### src/rtl/pbw_pkg.sv
package pbw_pkg;
    localparam int REG_ADDR_W = 2;
    localparam logic [REG_ADDR_W-1:0] ADR_TIMING = 2'd0;
    localparam logic [REG_ADDR_W-1:0] ADR_TRIG   = 2'd1;
    localparam logic [REG_ADDR_W-1:0] ADR_STATUS = 2'd2;
    localparam logic [REG_ADDR_W-1:0] ADR_IRQEN  = 2'd3;

    typedef struct packed {
        logic [3:0] cs_setup;
        logic [3:0] wr_setup;
        logic [3:0] wr_active;
        logic [3:0] wr_hold;
        logic       enable;
    } timing_t;

    typedef struct packed {
        logic sw_mode;
        logic hw_en;
        logic hw_mask;
        logic per_te;
    } trig_t;

    typedef enum logic [2:0] {
        CY_IDLE, CY_CSS, CY_WRS, CY_ACT, CY_HLD
    } cyc_state_t;

    typedef enum logic {
        FR_IDLE, FR_XFER
    } frame_state_t;
endpackage

### src/rtl/pbw_regs.sv
module pbw_regs
    import pbw_pkg::*;
(
    input  logic                  clk,
    input  logic                  rst_n,
    input  logic                  reg_we,
    input  logic [REG_ADDR_W-1:0] reg_addr,
    input  logic [31:0]           reg_wdata,
    input  logic                  set_done,
    input  logic                  consume_arm,
    output timing_t               timing,
    output trig_t                 trig,
    output logic                  arm,
    output logic                  sw_cmd,
    output logic                  irq_flag,
    output logic                  irq_en
);
    logic wr_timing, wr_trig, wr_status, wr_irqen;

    always_comb begin
        wr_timing = reg_we && (reg_addr == ADR_TIMING);
        wr_trig   = reg_we && (reg_addr == ADR_TRIG);
        wr_status = reg_we && (reg_addr == ADR_STATUS);
        wr_irqen  = reg_we && (reg_addr == ADR_IRQEN);
        sw_cmd    = wr_trig && reg_wdata[0] && reg_wdata[1];
    end

    always_ff @(posedge clk or negedge rst_n) begin
        if (!rst_n) begin
            timing   <= '{cs_setup: 4'd0, wr_setup: 4'd0, wr_active: 4'd1,
                          wr_hold: 4'd0, enable: 1'b0};
            trig     <= '0;
            arm      <= 1'b0;
            irq_flag <= 1'b0;
            irq_en   <= 1'b0;
        end else begin
            if (wr_timing) begin
                timing.cs_setup  <= reg_wdata[19:16];
                timing.wr_setup  <= reg_wdata[15:12];
                timing.wr_active <= reg_wdata[11:8];
                timing.wr_hold   <= reg_wdata[7:4];
                timing.enable    <= reg_wdata[0];
            end
            if (wr_trig) begin
                trig.sw_mode <= reg_wdata[0];
                trig.hw_en   <= reg_wdata[3];
                trig.hw_mask <= reg_wdata[4];
                trig.per_te  <= reg_wdata[31];
                arm          <= reg_wdata[3];
            end else if (consume_arm) begin
                arm <= 1'b0;
            end
            if (set_done)
                irq_flag <= 1'b1;
            else if (wr_status && reg_wdata[0])
                irq_flag <= 1'b0;
            if (wr_irqen)
                irq_en <= reg_wdata[0];
        end
    end

    AST_FLAG_SET: assert property (@(posedge clk) disable iff (!rst_n)
        set_done |=> irq_flag);
endmodule

### src/rtl/pbw_frame_ctrl.sv
module pbw_frame_ctrl
    import pbw_pkg::*;
#(
    parameter int FRAME_PIXELS = 16,
    localparam int CNT_W = $clog2(FRAME_PIXELS + 1)
) (
    input  logic    clk,
    input  logic    rst_n,
    input  timing_t timing,
    input  trig_t   trig,
    input  logic    arm,
    input  logic    sw_cmd,
    input  logic    te_in,
    input  logic    pix_done,
    input  logic    cy_idle,
    output logic    busy,
    output logic    frame_done,
    output logic    consume_arm
);
    localparam logic [CNT_W-1:0] LAST = CNT_W'(FRAME_PIXELS - 1);

    frame_state_t state, nstate;
    logic [CNT_W-1:0] count, ncount;
    logic te_q, te_rise, te_start, start;

    always_comb begin
        te_rise  = te_in && !te_q;
        te_start = te_rise && !trig.sw_mode && trig.hw_en && !trig.hw_mask
                   && (trig.per_te || arm);
    end

    always_comb begin
        nstate     = state;
        ncount     = count;
        frame_done = 1'b0;
        start      = 1'b0;
        unique case (state)
            FR_IDLE: begin
                if (timing.enable && (sw_cmd || te_start)) begin
                    start  = 1'b1;
                    nstate = FR_XFER;
                    ncount = '0;
                end
            end
            FR_XFER: begin
                if (pix_done) begin
                    if (count == LAST) begin
                        frame_done = 1'b1;
                        nstate     = FR_IDLE;
                        ncount     = '0;
                    end else begin
                        ncount = count + 1'b1;
                    end
                end
            end
        endcase
    end

    always_ff @(posedge clk or negedge rst_n) begin
        if (!rst_n) begin
            state <= FR_IDLE;
            count <= '0;
            te_q  <= 1'b0;
        end else begin
            state <= nstate;
            count <= ncount;
            te_q  <= te_in;
        end
    end

    always_comb begin
        busy        = (state == FR_XFER);
        consume_arm = start && te_start && !trig.per_te;
    end

    AST_START_FROM_IDLE_CYCLE: assert property (@(posedge clk) disable iff (!rst_n)
        $rose(busy) |-> $past(cy_idle));
    AST_DONE_ENDS_FRAME: assert property (@(posedge clk) disable iff (!rst_n)
        frame_done |=> !busy);
    AST_DONE_NEEDS_PIXEL: assert property (@(posedge clk) disable iff (!rst_n)
        frame_done |-> pix_done);
endmodule

### src/rtl/pbw_cycle_gen.sv
module pbw_cycle_gen
    import pbw_pkg::*;
#(
    parameter int DATA_W = 16
) (
    input  logic              clk,
    input  logic              rst_n,
    input  timing_t           timing,
    input  logic              frame_busy,
    input  logic              pix_valid,
    input  logic [DATA_W-1:0] pix_data,
    output logic              pix_ready,
    output logic              pix_done,
    output logic              cy_idle,
    output logic              cs_n,
    output logic              wr_n,
    output logic [DATA_W-1:0] db
);
    cyc_state_t state, nstate;
    logic [3:0] cnt, ncnt, act_eff;
    logic accept;

    always_comb begin
        act_eff = (timing.wr_active == 4'd0) ? 4'd1 : timing.wr_active;
        accept  = pix_ready && pix_valid;
    end

    always_comb begin
        nstate   = state;
        ncnt     = cnt;
        pix_done = 1'b0;
        unique case (state)
            CY_IDLE: begin
                if (accept) begin
                    if (timing.cs_setup != 4'd0) begin
                        nstate = CY_CSS; ncnt = timing.cs_setup - 4'd1;
                    end else if (timing.wr_setup != 4'd0) begin
                        nstate = CY_WRS; ncnt = timing.wr_setup - 4'd1;
                    end else begin
                        nstate = CY_ACT; ncnt = act_eff - 4'd1;
                    end
                end
            end
            CY_CSS: begin
                if (cnt != 4'd0) ncnt = cnt - 4'd1;
                else if (timing.wr_setup != 4'd0) begin
                    nstate = CY_WRS; ncnt = timing.wr_setup - 4'd1;
                end else begin
                    nstate = CY_ACT; ncnt = act_eff - 4'd1;
                end
            end
            CY_WRS: begin
                if (cnt != 4'd0) ncnt = cnt - 4'd1;
                else begin
                    nstate = CY_ACT; ncnt = act_eff - 4'd1;
                end
            end
            CY_ACT: begin
                if (cnt != 4'd0) ncnt = cnt - 4'd1;
                else if (timing.wr_hold != 4'd0) begin
                    nstate = CY_HLD; ncnt = timing.wr_hold - 4'd1;
                end else begin
                    nstate = CY_IDLE; pix_done = 1'b1;
                end
            end
            CY_HLD: begin
                if (cnt != 4'd0) ncnt = cnt - 4'd1;
                else begin
                    nstate = CY_IDLE; pix_done = 1'b1;
                end
            end
            default: nstate = CY_IDLE;
        endcase
    end

    always_ff @(posedge clk or negedge rst_n) begin
        if (!rst_n) begin
            state <= CY_IDLE;
            cnt   <= '0;
            db    <= '0;
        end else begin
            state <= nstate;
            cnt   <= ncnt;
            if (accept) db <= pix_data;
        end
    end

    always_comb begin
        cy_idle   = (state == CY_IDLE);
        pix_ready = frame_busy && cy_idle;
        cs_n      = cy_idle;
        wr_n      = (state != CY_ACT);
    end

    AST_WR_INSIDE_CS: assert property (@(posedge clk) disable iff (!rst_n)
        !wr_n |-> !cs_n);
    AST_DB_HELD: assert property (@(posedge clk) disable iff (!rst_n)
        (!cs_n && $past(!cs_n)) |-> $stable(db));
    AST_CS_RELEASE: assert property (@(posedge clk) disable iff (!rst_n)
        pix_done |=> cs_n);
endmodule

### src/rtl/pbus_write_engine.sv
module pbus_write_engine
    import pbw_pkg::*;
#(
    parameter int DATA_W       = 16,
    parameter int FRAME_PIXELS = 16
) (
    input  logic              clk,
    input  logic              rst_n,
    input  logic              reg_we,
    input  logic [1:0]        reg_addr,
    input  logic [31:0]       reg_wdata,
    input  logic              te_in,
    input  logic              pix_valid,
    input  logic [DATA_W-1:0] pix_data,
    output logic              pix_ready,
    output logic              cs_n,
    output logic              wr_n,
    output logic              rs,
    output logic [DATA_W-1:0] db,
    output logic              irq
);
    timing_t timing;
    trig_t   trig;
    logic arm, sw_cmd, irq_flag, irq_en;
    logic busy, frame_done, consume_arm, pix_done, cy_idle;

    pbw_regs i_regs (
        .clk(clk), .rst_n(rst_n), .reg_we(reg_we), .reg_addr(reg_addr),
        .reg_wdata(reg_wdata), .set_done(frame_done), .consume_arm(consume_arm),
        .timing(timing), .trig(trig), .arm(arm), .sw_cmd(sw_cmd),
        .irq_flag(irq_flag), .irq_en(irq_en)
    );

    pbw_frame_ctrl #(.FRAME_PIXELS(FRAME_PIXELS)) i_frame (
        .clk(clk), .rst_n(rst_n), .timing(timing), .trig(trig), .arm(arm),
        .sw_cmd(sw_cmd), .te_in(te_in), .pix_done(pix_done), .cy_idle(cy_idle),
        .busy(busy), .frame_done(frame_done), .consume_arm(consume_arm)
    );

    pbw_cycle_gen #(.DATA_W(DATA_W)) i_cycle (
        .clk(clk), .rst_n(rst_n), .timing(timing), .frame_busy(busy),
        .pix_valid(pix_valid), .pix_data(pix_data), .pix_ready(pix_ready),
        .pix_done(pix_done), .cy_idle(cy_idle), .cs_n(cs_n), .wr_n(wr_n), .db(db)
    );

    always_comb begin
        rs  = busy;
        irq = irq_flag && irq_en;
    end

    AST_IRQ_NEEDS_FLAG_SRC: assert property (@(posedge clk) disable iff (!rst_n)
        $rose(irq_flag) |-> $past(busy));
endmodule

### config.mk
export PLATFORM = sky130hd
export DESIGN_NAME = pbus_write_engine
export DESIGN_NICKNAME = d
export VERILOG_FILES = /design/src/rtl/pbw_pkg.sv /design/src/rtl/pbw_regs.sv /design/src/rtl/pbw_frame_ctrl.sv /design/src/rtl/pbw_cycle_gen.sv /design/src/rtl/pbus_write_engine.sv
export SDC_FILE = /design/constraint.sdc
export NUM_CORES = 1
export LEC_CHECK = 0
export BUFFER_PORTS_ARGS = -buffer_cell sky130_fd_sc_hd__buf_4
export CAP_MARGIN = 20
export CORE_MARGIN = 4
export CORE_UTILIZATION = 47
export CTS_BUF_LIST = sky130_fd_sc_hd__clkbuf_4 sky130_fd_sc_hd__clkbuf_8 sky130_fd_sc_hd__clkbuf_16
export CTS_CLUSTER_SIZE = 16
export DETAILED_ROUTE_END_ITERATION = 10
export GPL_ROUTABILITY_DRIVEN = 0
export PLACE_DENSITY = 0.84
export SYNTH_ARGS = -nofsm -noshare
export SYNTH_HDL_FRONTEND = slang
export SYNTH_SLANG_ARGS = --single-unit
export TNS_END_PERCENT = 10
### constraint.sdc
create_clock -name clk -period 1.95 [get_ports clk]
set_input_delay 0.0975 -clock clk [delete_from_list [all_inputs] [get_ports clk]]
set_output_delay 0.0975 -clock clk [all_outputs]
set_load 0.005 [all_outputs]
# == Yosys cells after proc, flatten, opt, wreduce, memory -nomap -nowiden ==
# Cells that the tools add are included.
# classes
addsub,6
eq_ne,18
mux,39
bitwise_logic,1
reduce_logical,37
# ops
operator,count
2-to-1 mux 4 bit,9
2-to-1 mux 3 bit,7
case mux 4 bit (5 select lines),1
"subtractor 4 x 1 -> 4 bit, second input constant",5
logical AND 1 bit,18
nonzero test 4 bit,4
2-to-1 mux 1 bit,15
2-to-1 mux 5 bit,3
case mux 3 bit (5 select lines),1
case mux 5 bit (2 select lines),1
"!= test 2 x 1 -> 1 bit, second input constant",4
"!= test 2 bit, second input constant",4
"== test 3 x 2 -> 1 bit, second input constant",2
"adder 5 x 1 -> 5 bit, second input constant",1
"== test 5 x 4 -> 1 bit, second input constant",1
AND reduction 5 bit,1
nonzero test 5 bit,1
"== test 2 bit, second input constant",2
zero test 1 bit,4
zero test 4 bit,1
case mux 1 bit (2 select lines),2
AND reduction 4 bit,1
nonzero test 2 bit,2
"== test 3 x 1 -> 1 bit, second input constant",1
other kinds (9),10
# totals
register_bits,54
wordCells,119

# == Depth between registers and ports, before layout ==
# Gate-level depths: netlist of run 1.
# logic_depth
word_depth,14
mapped_depth,9
mapped_depth_nobuf,9

# == By module ==
# A second synthesis of run 1 with hierarchy kept.
# unflattened
cells_unflattened,287
hier_area_um2,3046.7
# by_module_without_submodules
mod,instances,cells_each,area_per_inst_um2,seq_area_each_um2
pbw_cycle_gen,1,182,1681.6,575.6
pbw_regs,1,56,933.4,601.8
pbw_frame_ctrl,1,48,425.4,175.2
pbus_write_engine,1,1,6.3,0.0

# == Worst setup path after synthesis of run 1 ==
# No wires, ideal clock.
# synth_timing
path_kind,register -> register
start,register i_cycle.cnt[0]
end,register i_cycle.cnt[1]
setup_ps,125
arrival_ps,1803
required_ps,1825
setup_slack_ps,22
path_stages_with_launch,8
period_less_slack_ps,1928
path_cell_list,dfrtp_1 -> inv_1 -> ha_1 -> nor3b_2 -> buf_2 -> o32ai_1 -> a21oi_1 -> mux2_2
# synth_between
elab_chain_len,3
word_cells_on_any_way,10
classes_between,add/sub: 1; eq/ne: 2; mux: 5; reduce/logical: 2
# synth_lines
element,line,source
"start, declared",pbw_cycle_gen.sv:20,"logic [3:0] cnt, ncnt, act_eff;"
"start signal, assigned",pbw_cycle_gen.sv:83,cnt <= ncnt;
subtractor 4 x 1 -> 4 bit or nonzero test 4 bit (tied branches),--,
"2-to-1 mux 4 bit, or another cell as far along",pbw_cycle_gen.sv:67,if (cnt != 4'd0) ncnt = cnt - 4'd1;
case mux 4 bit (5 select lines) or AND reduction 4 bit (tied branches),--,
# Parallel ways exist; a longest one is shown, timed or not. The select of a mux whose other input is x is not followed.
# A chain may end at the register's enable or synchronous reset.

# == Worst setup path in the final report of run 1 ==
# Same ends and word-level chain as after synthesis.

==> results_dict.tcl, run 1 <==
set metrics [dict create \
    layout-drive-gt1-share_pct 39.8 \
    mostFrequentLayoutCells "90 x buf_4, 53 x dfrtp_1, 34 x nand2_1" \
    syn_nets 328 \
    yosysWarnings 0 \
    drt_first_pass_iters 4 \
    crit_chain "inv_2 > ha_4 > nor3b_4 > nor3_2 > a221o_1 > o211ai_2 > o221ai_2 > mux2_4" \
    ys_ff_latch 54 \
    irDropWorstVdd_uv 649 \
    wire_per_inst_um 15.5 \
    fp.dieH_um 84.9 \
    status "finished, violations left" \
    powerDensity_nw_per_um2 1250 \
    io_buffers 63 \
    drt_iter0_markers 149 \
    critPathLaunchType "register" \
    hpwl_mm 4.84 \
    worst_pin_slew_ns 0.687 \
    maxCapViolations 0 \
    first_global_vias 2366 \
    power.internal_uw 3250 \
    critPathTopFamily "simple AND/OR/NAND/NOR gates" \
    final-max-slew-violation-count 0 \
    fin_nets 442 \
    ant_nets 0 \
    slew_headroom_pct 54.2 \
    final_common_cell "buf_4" \
    holdWs_ns 0.00817 \
    netlist_area_um2 2780 \
    clockBufferDepth 2 \
    post-route-drc-count 0 \
    r2r_slack_ns -0.01 \
    synth_edf_count 0 \
    rows 27 \
    period_needed_ns 1.96 \
    synth_cell_types 53 \
    num_antenna_cells 0 \
    swShare_pct 34.6 \
    yosys_most_used_dff "dfrtp_1" \
    cp.required_ns 2.16 \
    critPathMaxFanout 8 \
    clk_latency_ns 0.31 \
    via_count 2443 \
    h-tree-depth 2 \
    clock_skew_ns 0.00747 \
    power_frac_comb_pct 48.1 \
    synthToLayoutAreaGrowth_pct 42.7 \
    leakagePower_uw 0.00183 \
    die_w_um 84.9 \
    grt_max_degree 55 \
    clock.fmax_mhz 509 \
    fin_util_pct 70.7 \
    setup_ws_ns -0.0143 \
    crit_buf_inv 1 \
    seq_power_share_pct 36.2 \
    hp-class "in2reg" \
    rsz0062_at_grt "true" \
    end_kind "register" \
    cts_buffers 5 \
    setup_viol 1 \
    tritoncts "built" \
    grt_overflow_total 0 \
    synth-async-reset-ratio_pct 100 \
    clk_pin_slew_ns 0.10 \
    hold_viol 0 \
    start_util_pct 49.5 \
    synth.avg_cell_area_um2 10.4 \
    max_stage_delay_ns 0.40 \
    io_pins 76 \
    viasPerCell 5.38 \
    wl_mm 7.03 \
    grtUsageTotal_pct 19.2 \
    crit_slowest_cell "dfrtp_1" \
    period_share_pct 101 \
    synth-seq-area-share_pct 48.7 \
    core_area_um2 5610 \
    antenna_found_initial 0 \
    switchingPower_uw 1720 \
    fillCellCount 408 \
    violations "setup timing" \
    dieArea_um2 7200 \
    clkPwrFrac_pct 15.7 \
    syn_inst 267 \
    clockRootBuffer "clkbuf_8" \
    crit_type "reg2reg" \
    grt_pass1_wl_mm 11.1 \
    cp_data_arrival_time_ns 2.17 \
    clkSinkCount 54 \
]
[final cells by class]
cell class / instances / area (um2) / area share, %
multi-input combinational: 188 / 1410 / 35.5
sequential: 54 / 1350 / 34.1
timing repair buffer: 115 / 936 / 23.6
tap: 72 / 90.1 / 2.27
clock buffer: 7 / 83.8 / 2.11
inverter: 17 / 63.8 / 1.61
clock inverter: 1 / 30.0 / 0.757
[synth_stat cells, drive strengths merged, types with 3 or more instances]
master,number,area (um2)
dfrtp,53,1330
nand2,34,128
mux2,30,338
inv,17,63.8
o21ai,16,80.1
nor2,13,48.8
a21oi,9,45.0
nor3,9,45.0
nand3,8,40.0
ha,6,75.1
clkbuf,5,18.8
nor3b,5,58.8
and2,4,25.0
o211ai,4,35.0
xnor2,4,35.0
a31oi,3,18.8
buf,3,17.5
mux2i,3,30.0
nor2b,3,18.8
[power by group through the flow]
stage               clock network, uW  logic [uW]  registers [uW]
finish                            779        2390            1800
detailed placement                  0        2170            1790
floorplan                           0        1250            1760
global route                      849        2600            1860
global placement                    0        2080            1760
CTS                               794        2230            1770
[per-layer routing]
layer	track usage, %	share of wire (%)	wire (um)
met5	0	0	0
met3	4.08	3.3	233
met2	31.8	53	3750
met4	6.04	1.6	110
met1	25.4	42	2940
[cells by family (layout without fill, tap and decap cells)]
kind of cell,Yosys count,count (layout),synth area share [%]
multiplexers,33,33,13.2
buffers and inverters,25,140,3.60
AND/OR/NAND/NOR,88,88,16.1
adder cells (fa/ha/maj),6,6,2.70
XOR/XNOR,5,5,1.58
AO/OA/AOI/OAI,56,56,14.1
flip-flops,54,54,48.7
[sequential cells by signal, indices dropped and copies added, names as in the netlist]
register,flops
i_regs.irq_en,1
i_cycle.db,16
i_cycle.state,3
i_regs.irq_flag,1
i_regs.trig,4
i_regs.timing,17
i_regs.arm,1
i_frame.count,5
i_frame.te_q,1
i_cycle.cnt,4
i_frame.busy,1
[stage by stage]
| stage | instances | cell area, um2 | total power (uW) | setup TNS (ns) | worst slack (ns) |
|---|---|---|---|---|---|
| 2_1_floorplan | 267 | 2780 | 3000 | 0 | 0.0222 |
| 6_report | 454 | 3970 | 4960 | -0.0143 | -0.0143 |
| 3_3_place_gp | 420 | 3510 | 3840 | -0.0123 | -0.0123 |
| 3_5_place_dp | 420 | 3510 | 3950 | -0.252 | -0.0858 |
| 4_1_cts | 440 | 3760 | 4800 | 0 | 0.00651 |
| 5_1_grt | 454 | 3970 | 5310 | -0.226 | -0.0912 |
[path summary, 6_finish.rpt]
kind,start,to,cells after the start
setup / recovery,i_cycle.cnt[0],i_cycle.cnt[1],8
hold / removal,reg_wdata[19],i_regs.timing[16],2
setup reg to reg,i_cycle.cnt[0],i_cycle.cnt[1],8
hold reg to reg,i_regs.trig[1],i_regs.trig[1],2
max in group asynchronous,rst_n,i_regs.timing[14],2
min in group asynchronous,rst_n,i_regs.irq_flag,2
[timing repair]
action                                 CTS  global route
setup buffers                            1             1
endpoints found under the hold margin   63            13
pin swaps                                0             3
setup endpoints to repair                5             9
hold buffers                            11            13
resized for setup                        7            16
Power figures use the tool's default switching activity.
==> run 2: changes to the inputs <==
--- a/config.mk
+++ b/config.mk
@@ -10,10 +10,13 @@
 export CORE_MARGIN = 4
 export CORE_UTILIZATION = 47
 export CTS_BUF_LIST = sky130_fd_sc_hd__clkbuf_4 sky130_fd_sc_hd__clkbuf_8 sky130_fd_sc_hd__clkbuf_16
+export CTS_CLUSTER_DIAMETER = 120
 export CTS_CLUSTER_SIZE = 16
 export DETAILED_ROUTE_END_ITERATION = 10
 export GPL_ROUTABILITY_DRIVEN = 0
+export MAX_ROUTING_LAYER = met4
 export PLACE_DENSITY = 0.84
+export REMOVE_ABC_BUFFERS = 1
 export SYNTH_ARGS = -nofsm -noshare
 export SYNTH_HDL_FRONTEND = slang
 export SYNTH_SLANG_ARGS = --single-unit
==> results_dict.tcl, run 2 (synthesis results as in run 1) <==
set metrics [dict create \
    end_kind "register" \
    total_power_uw 4790 \
    die_w_um 84.9 \
    clock_skew_ns 0.00667 \
    slew_headroom_pct 54.0 \
    route.met3.wl_um 338 \
    period_needed_ns 1.92 \
    clkSinkCount 54 \
    grt_overflow_total 0 \
    ant_nets 0 \
    r2r_slack_ns 0.03 \
    grt_pass1_wl_mm 11.0 \
    layout-drive-gt1-share_pct 40.6 \
    clockBufferDepth 2 \
    crit_slowest_cell "dfrtp_1" \
    critPathMaxFanout 2 \
    drt_iter0_markers 119 \
    clk_latency_ns 0.31 \
    wire_per_inst_um 15.5 \
    first_global_vias 2496 \
    crit_end "i_cycle.cnt[1]" \
    hold_viol 0 \
    crit_buf_inv 0 \
    reg2reg_depth 8 \
    num_antenna_cells 0 \
    crit_start "i_regs.timing[6]" \
    hpwl_mm 4.85 \
    r2r-end "i_cycle.cnt[1]" \
    cp.required_ns 2.16 \
    irDropWorstVdd_uv 769 \
    setup_viol 0 \
    drt-met1-wl_mm 2.85 \
    synthToLayoutAreaGrowth_pct 38.7 \
    multiInputGateArea_um2 1410 \
    post-route-drc-count 0 \
    drt_first_pass_iters 4 \
    fillCellCount 446 \
    rows 27 \
    holdWs_ns 0.00374 \
    grt_max_degree 55 \
    io_buffers 63 \
    fin_util_pct 68.7 \
    clock.fmax_mhz 520 \
    powerDensity_nw_per_um2 1240 \
    fp.dieH_um 84.9 \
    critPathTopFamily "compound AO/OA/AOI/OAI gates" \
    io_pins 76 \
    critPathLaunchType "register" \
    period_share_pct 98.6 \
    core_area_um2 5610 \
    wl_mm 6.90 \
    status "finished, final reports clean" \
    clockRootBuffer "clkbuf_8" \
    crit_type "reg2reg" \
    h-tree-depth 2 \
    cp_data_arrival_time_ns 2.13 \
    regMostFlops "i_regs.timing" \
    maxCapViolations 0 \
    viasPerCell 5.49 \
    max_stage_delay_ns 0.40 \
    leakagePower_uw 0.00177 \
    clk_pin_slew_ns 0.10 \
    seqCellArea_um2 1350 \
    mostFrequentLayoutCells "90 x buf_4, 52 x dfrtp_1, 34 x nand2_1" \
    dieArea_um2 7200 \
    critical_path_depth 8 \
    final-max-slew-violation-count 0 \
    worst_pin_slew_ns 0.690 \
    fin_nets 434 \
    start_util_pct 49.5 \
    final_common_cell "buf_4" \
    maxUsedRoutingLayer "met4" \
    crit_chain "nor3_2 > nor2_1 > ha_1 > mux2i_1 > a221o_1 > o211ai_2 > o221ai_2 > mux2_2" \
    largest_registers "i_regs.timing x17, i_cycle.db x16, i_frame.count x5" \
    grtUsageTotal_pct 19.1 \
    via_count 2449 \
    timing.rr.start "i_regs.timing[6]" \
    met2WireLength_mm 3.55 \
    rsz0062_at_grt "true" \
    hp-class "in2reg" \
    tritoncts "built" \
    antenna_found_initial 0 \
    largest_reg_flops 17 \
    cts_buffers 5 \
]
run 2: layout make-up:
type / instances / area share (%)
clock buffers: 5 / 1.79
flip-flops and latches: 54 / 35.1
repair buffers: 106 / 22.0
clock inverters: 3 / 0.650
well taps: 72 / 2.34
multi-input cells: 189 / 36.5
inverters: 17 / 1.66
run 2: where the power goes:
part           leakage (uW)  internal (uW)  total [uW]  switching (uW)
Clock             0.0000447            260         652             392
Combinational       0.00108           1280        2290            1010
Sequential         0.000645           1500        1850             352
Total               0.00177           3040        4790            1750
run 2: repair_timing:
action,CTS,global route
setup endpoints to repair,4,8
endpoints found under the hold margin,63,5
gates cloned,0,1
setup buffers,0,3
pin swaps,0,2
hold buffers,10,5
resized for setup,6,12
run 2: worst min-delay path by stage:
stage / startpoint / endpoint / slack [ns] / depth (start not counted)
2_1_floorplan: rst_n / i_cycle.cnt[0] / -0.20 / 0
3_3_place_gp: rst_n / i_regs.timing[10] / 0.18 / 1
3_5_place_dp: rst_n / i_regs.timing[12] / 0.18 / 1
4_1_cts: pix_data[15] / i_cycle.db[15] / 0.001 / 2
5_1_grt: pix_data[8] / i_cycle.db[8] / -0.004 / 2
6_report: reg_wdata[3] / i_regs.trig[2] / 0.004 / 3
run 2: stage by stage:
stage	setup slack, ns	cells	area (um2)	setup TNS (ns)
floorplan	-0.130	259	2740	-0.341
global placement	-0.0268	419	3500	-0.0268
detailed placement	-0.0869	419	3500	-0.237
CTS	-0.0271	437	3720	-0.0429
global route	-0.0907	446	3850	-0.436
finish	0.0278	446	3850	0
run 2: tightest hold or removal path: cells and delay by family:
| family | cells | cell delay [ns] |
|---|---|---|
| buf+inv | 1 | 0.07 |
| simple gates | 2 | 0.12 |
run 2: routing by layer:
metal	vias up	global-route usage, %
li1	1166	-
met1	1189	22.7
met2	77	32.1
met3	17	4.56
met4	0	6.19
met5	-	-
==> run 3: changes to the inputs <==
--- a/config.mk
+++ b/config.mk
@@ -8,16 +8,17 @@
 export BUFFER_PORTS_ARGS = -buffer_cell sky130_fd_sc_hd__buf_4
 export CAP_MARGIN = 20
 export CORE_MARGIN = 4
-export CORE_UTILIZATION = 47
+export CORE_UTILIZATION = 55
 export CTS_BUF_LIST = sky130_fd_sc_hd__clkbuf_4 sky130_fd_sc_hd__clkbuf_8 sky130_fd_sc_hd__clkbuf_16
 export CTS_CLUSTER_DIAMETER = 120
 export CTS_CLUSTER_SIZE = 16
 export DETAILED_ROUTE_END_ITERATION = 10
 export GPL_ROUTABILITY_DRIVEN = 0
 export MAX_ROUTING_LAYER = met4
-export PLACE_DENSITY = 0.84
+export PLACE_DENSITY = 0.9
 export REMOVE_ABC_BUFFERS = 1
 export SYNTH_ARGS = -nofsm -noshare
 export SYNTH_HDL_FRONTEND = slang
+export SYNTH_HIERARCHICAL = 1
 export SYNTH_SLANG_ARGS = --single-unit
 export TNS_END_PERCENT = 10
==> constraint.sdc (replaced) <==
create_clock -name clk -period 2.4 [get_ports clk]
set_input_delay 0.12 -clock clk [delete_from_list [all_inputs] [get_ports clk]]
set_output_delay 0.12 -clock clk [all_outputs]
set_load 0.005 [all_outputs]
==> results_dict.tcl, run 3 <==
set metrics [dict create \
    status "finished, final reports clean" \
    leakagePower_uw 0.00165 \
    powerDensity_nw_per_um2 1060 \
    layout-drive-gt1-share_pct 36.6 \
    fillCellCount 366 \
    wire_per_inst_um 17.3 \
    critPathLaunchType "register" \
    reg2reg_depth 7 \
    antenna_found_initial 0 \
    crit_end "i_cycle/cnt[3]" \
    pre_cts_slack_ns 0.322 \
    clock_skew_ns 0.00803 \
    clk_pin_slew_ns 0.10 \
    mostFrequentLayoutCells "70 x buf_4, 53 x dfrtp_1, 39 x mux2_2" \
    grt_max_degree 55 \
    worst_pin_slew_ns 0.681 \
    ant_nets 0 \
    hold_viol 0 \
    io_pins 76 \
    regMostFlops "i_regs/timing" \
    drt_first_pass_iters 5 \
    num_antenna_cells 0 \
    syn_inst 286 \
    period_needed_ns 2.26 \
    irDropWorstVdd_uv 725 \
    fp.dieH_um 82.3 \
    largest_registers "i_regs/timing x17, i_cycle/db x16, i_frame/count x5" \
    largest_reg_flops 17 \
    setup_ws_ns 0.144 \
    grt_overflow_total 0 \
    fin_nets 416 \
    r2r_slack_ns 0.14 \
    cp_data_arrival_time_ns 2.44 \
    hp-class "in2reg" \
    wl_mm 7.34 \
    maxCapViolations 0 \
    hold_buffers 2 \
    period_share_pct 94.0 \
    synthToLayoutAreaGrowth_pct 22.4 \
    clock.fmax_mhz 443 \
    viasPerCell 6.02 \
    cts_buffers 5 \
    clk_latency_ns 0.31 \
    timing.rr.start "i_cycle/cnt[0]" \
    clockRootBuffer "clkbuf_8" \
    dieArea_um2 6780 \
    setup_viol 0 \
    io_buffers 63 \
    die_w_um 82.3 \
    postCtsResizedCells 0 \
    rows 26 \
    crit_start "i_cycle/cnt[0]" \
    critPathMaxFanout 7 \
    crit_type "reg2reg" \
    rsz0062_at_grt "false" \
    netlist_area_um2 3040 \
    post-route-drc-count 0 \
    grtUsageTotal_pct 23.3 \
    final-max-slew-violation-count 0 \
    core_area_um2 5240 \
    clkSinkCount 54 \
    yosysWarnings 6 \
    first_global_vias 2473 \
    clockBufferDepth 2 \
    end_kind "register" \
    slew_headroom_pct 54.6 \
    start_util_pct 58.0 \
    grt_pass1_wl_mm 11.8 \
    final_common_cell "buf_4" \
    h-tree-depth 2 \
    drt_iter0_markers 284 \
    hpwl_mm 5.28 \
    post_cts.repair.setup_buffers 0 \
    setup_tns_ns 0 \
    r2r-end "i_cycle/cnt[3]" \
    via_count 2559 \
    tritoncts "built" \
    cp.required_ns 2.59 \
    synth.avg_cell_area_um2 10.6 \
]
[run 3: changes by cell type in the layout (fill, tap and decap cells not counted), sizes merged, moves of 6 or more]
cell,before,now
nand2b,2,8
mux2,30,39
nand2,34,24
buf,91,70
a31oi,3,9
dlygate4sd3,15,2
o21ai,16,5
[run 3: report_power, final]
part / switching (uW) / total, uW / internal, uW / leakage, uW
combinational: 863 / 1780 / 919 / 0.000942
sequential: 304 / 1520 / 1220 / 0.000647
clock: 307 / 651 / 344 / 0.0000618
[run 3: worst min-delay path by stage]
stage | depth (start not counted) | slack, ns | end | startpoint
floorplan | 0 | -0.18 | i_cycle/cnt[0] | rst_n
CTS | 2 | 0.04 | i_cycle/db[4] | pix_data[4]
detailed placement | 1 | 0.20 | i_cycle/db[7] | rst_n
global placement | 1 | 0.20 | i_cycle/db[7] | rst_n
finish | 2 | 0.04 | i_cycle/db[9] | pix_data[9]
global route | 2 | 0.03 | i_cycle/db[2] | pix_data[2]
[run 3: layout make-up]
type	instances	area (um2)	share of cell area (%)
clock buffers	6	82.6	2.22
clock inverters	2	38.8	1.04
inverters	18	67.6	1.82
multi-input cells	203	1550	41.6
flip-flops and latches	54	1350	36.3
well taps	70	87.6	2.35
repair buffers	72	546	14.7
[run 3: metrics by stage]
stage / std cells / power (uW) / hold WS [ns] / cell area (um2) / utilization (%)
after floorplan: 275 / 2570 / -0.176 / 2970 / -
final: 425 / 3950 / 0.0391 / 3720 / 71.0
after global routing: 425 / 4210 / 0.0291 / 3720 / 71.0
after detailed placement: 415 / 3260 / 0.200 / 3580 / 68.3
after CTS: 425 / 3930 / 0.0393 / 3720 / 71.0
after global placement: 415 / 3160 / 0.200 / 3580 / 68.3
[run 3: metal layers]
metal / wire length, um / track usage, % / up-vias / part of all wire (%)
met5: 0 / - / - / 0
met4: 125 / 6.15 / 0 / 1.7
met3: 464 / 4.34 / 18 / 6.3
met2: 3760 / 38.2 / 122 / 51
met1: 2990 / 29.9 / 1233 / 41
li1: - / - / 1186 / -
[run 3: worst max-delay path: stages, from the launching register on]
cell       delay, ns
dfrtp_1         0.42
inv_1           0.09
ha_1            0.21
nand4bb_1       0.25
o41ai_1         0.60
a211o_1         0.32
nand3b_1        0.16
a32oi_1         0.09
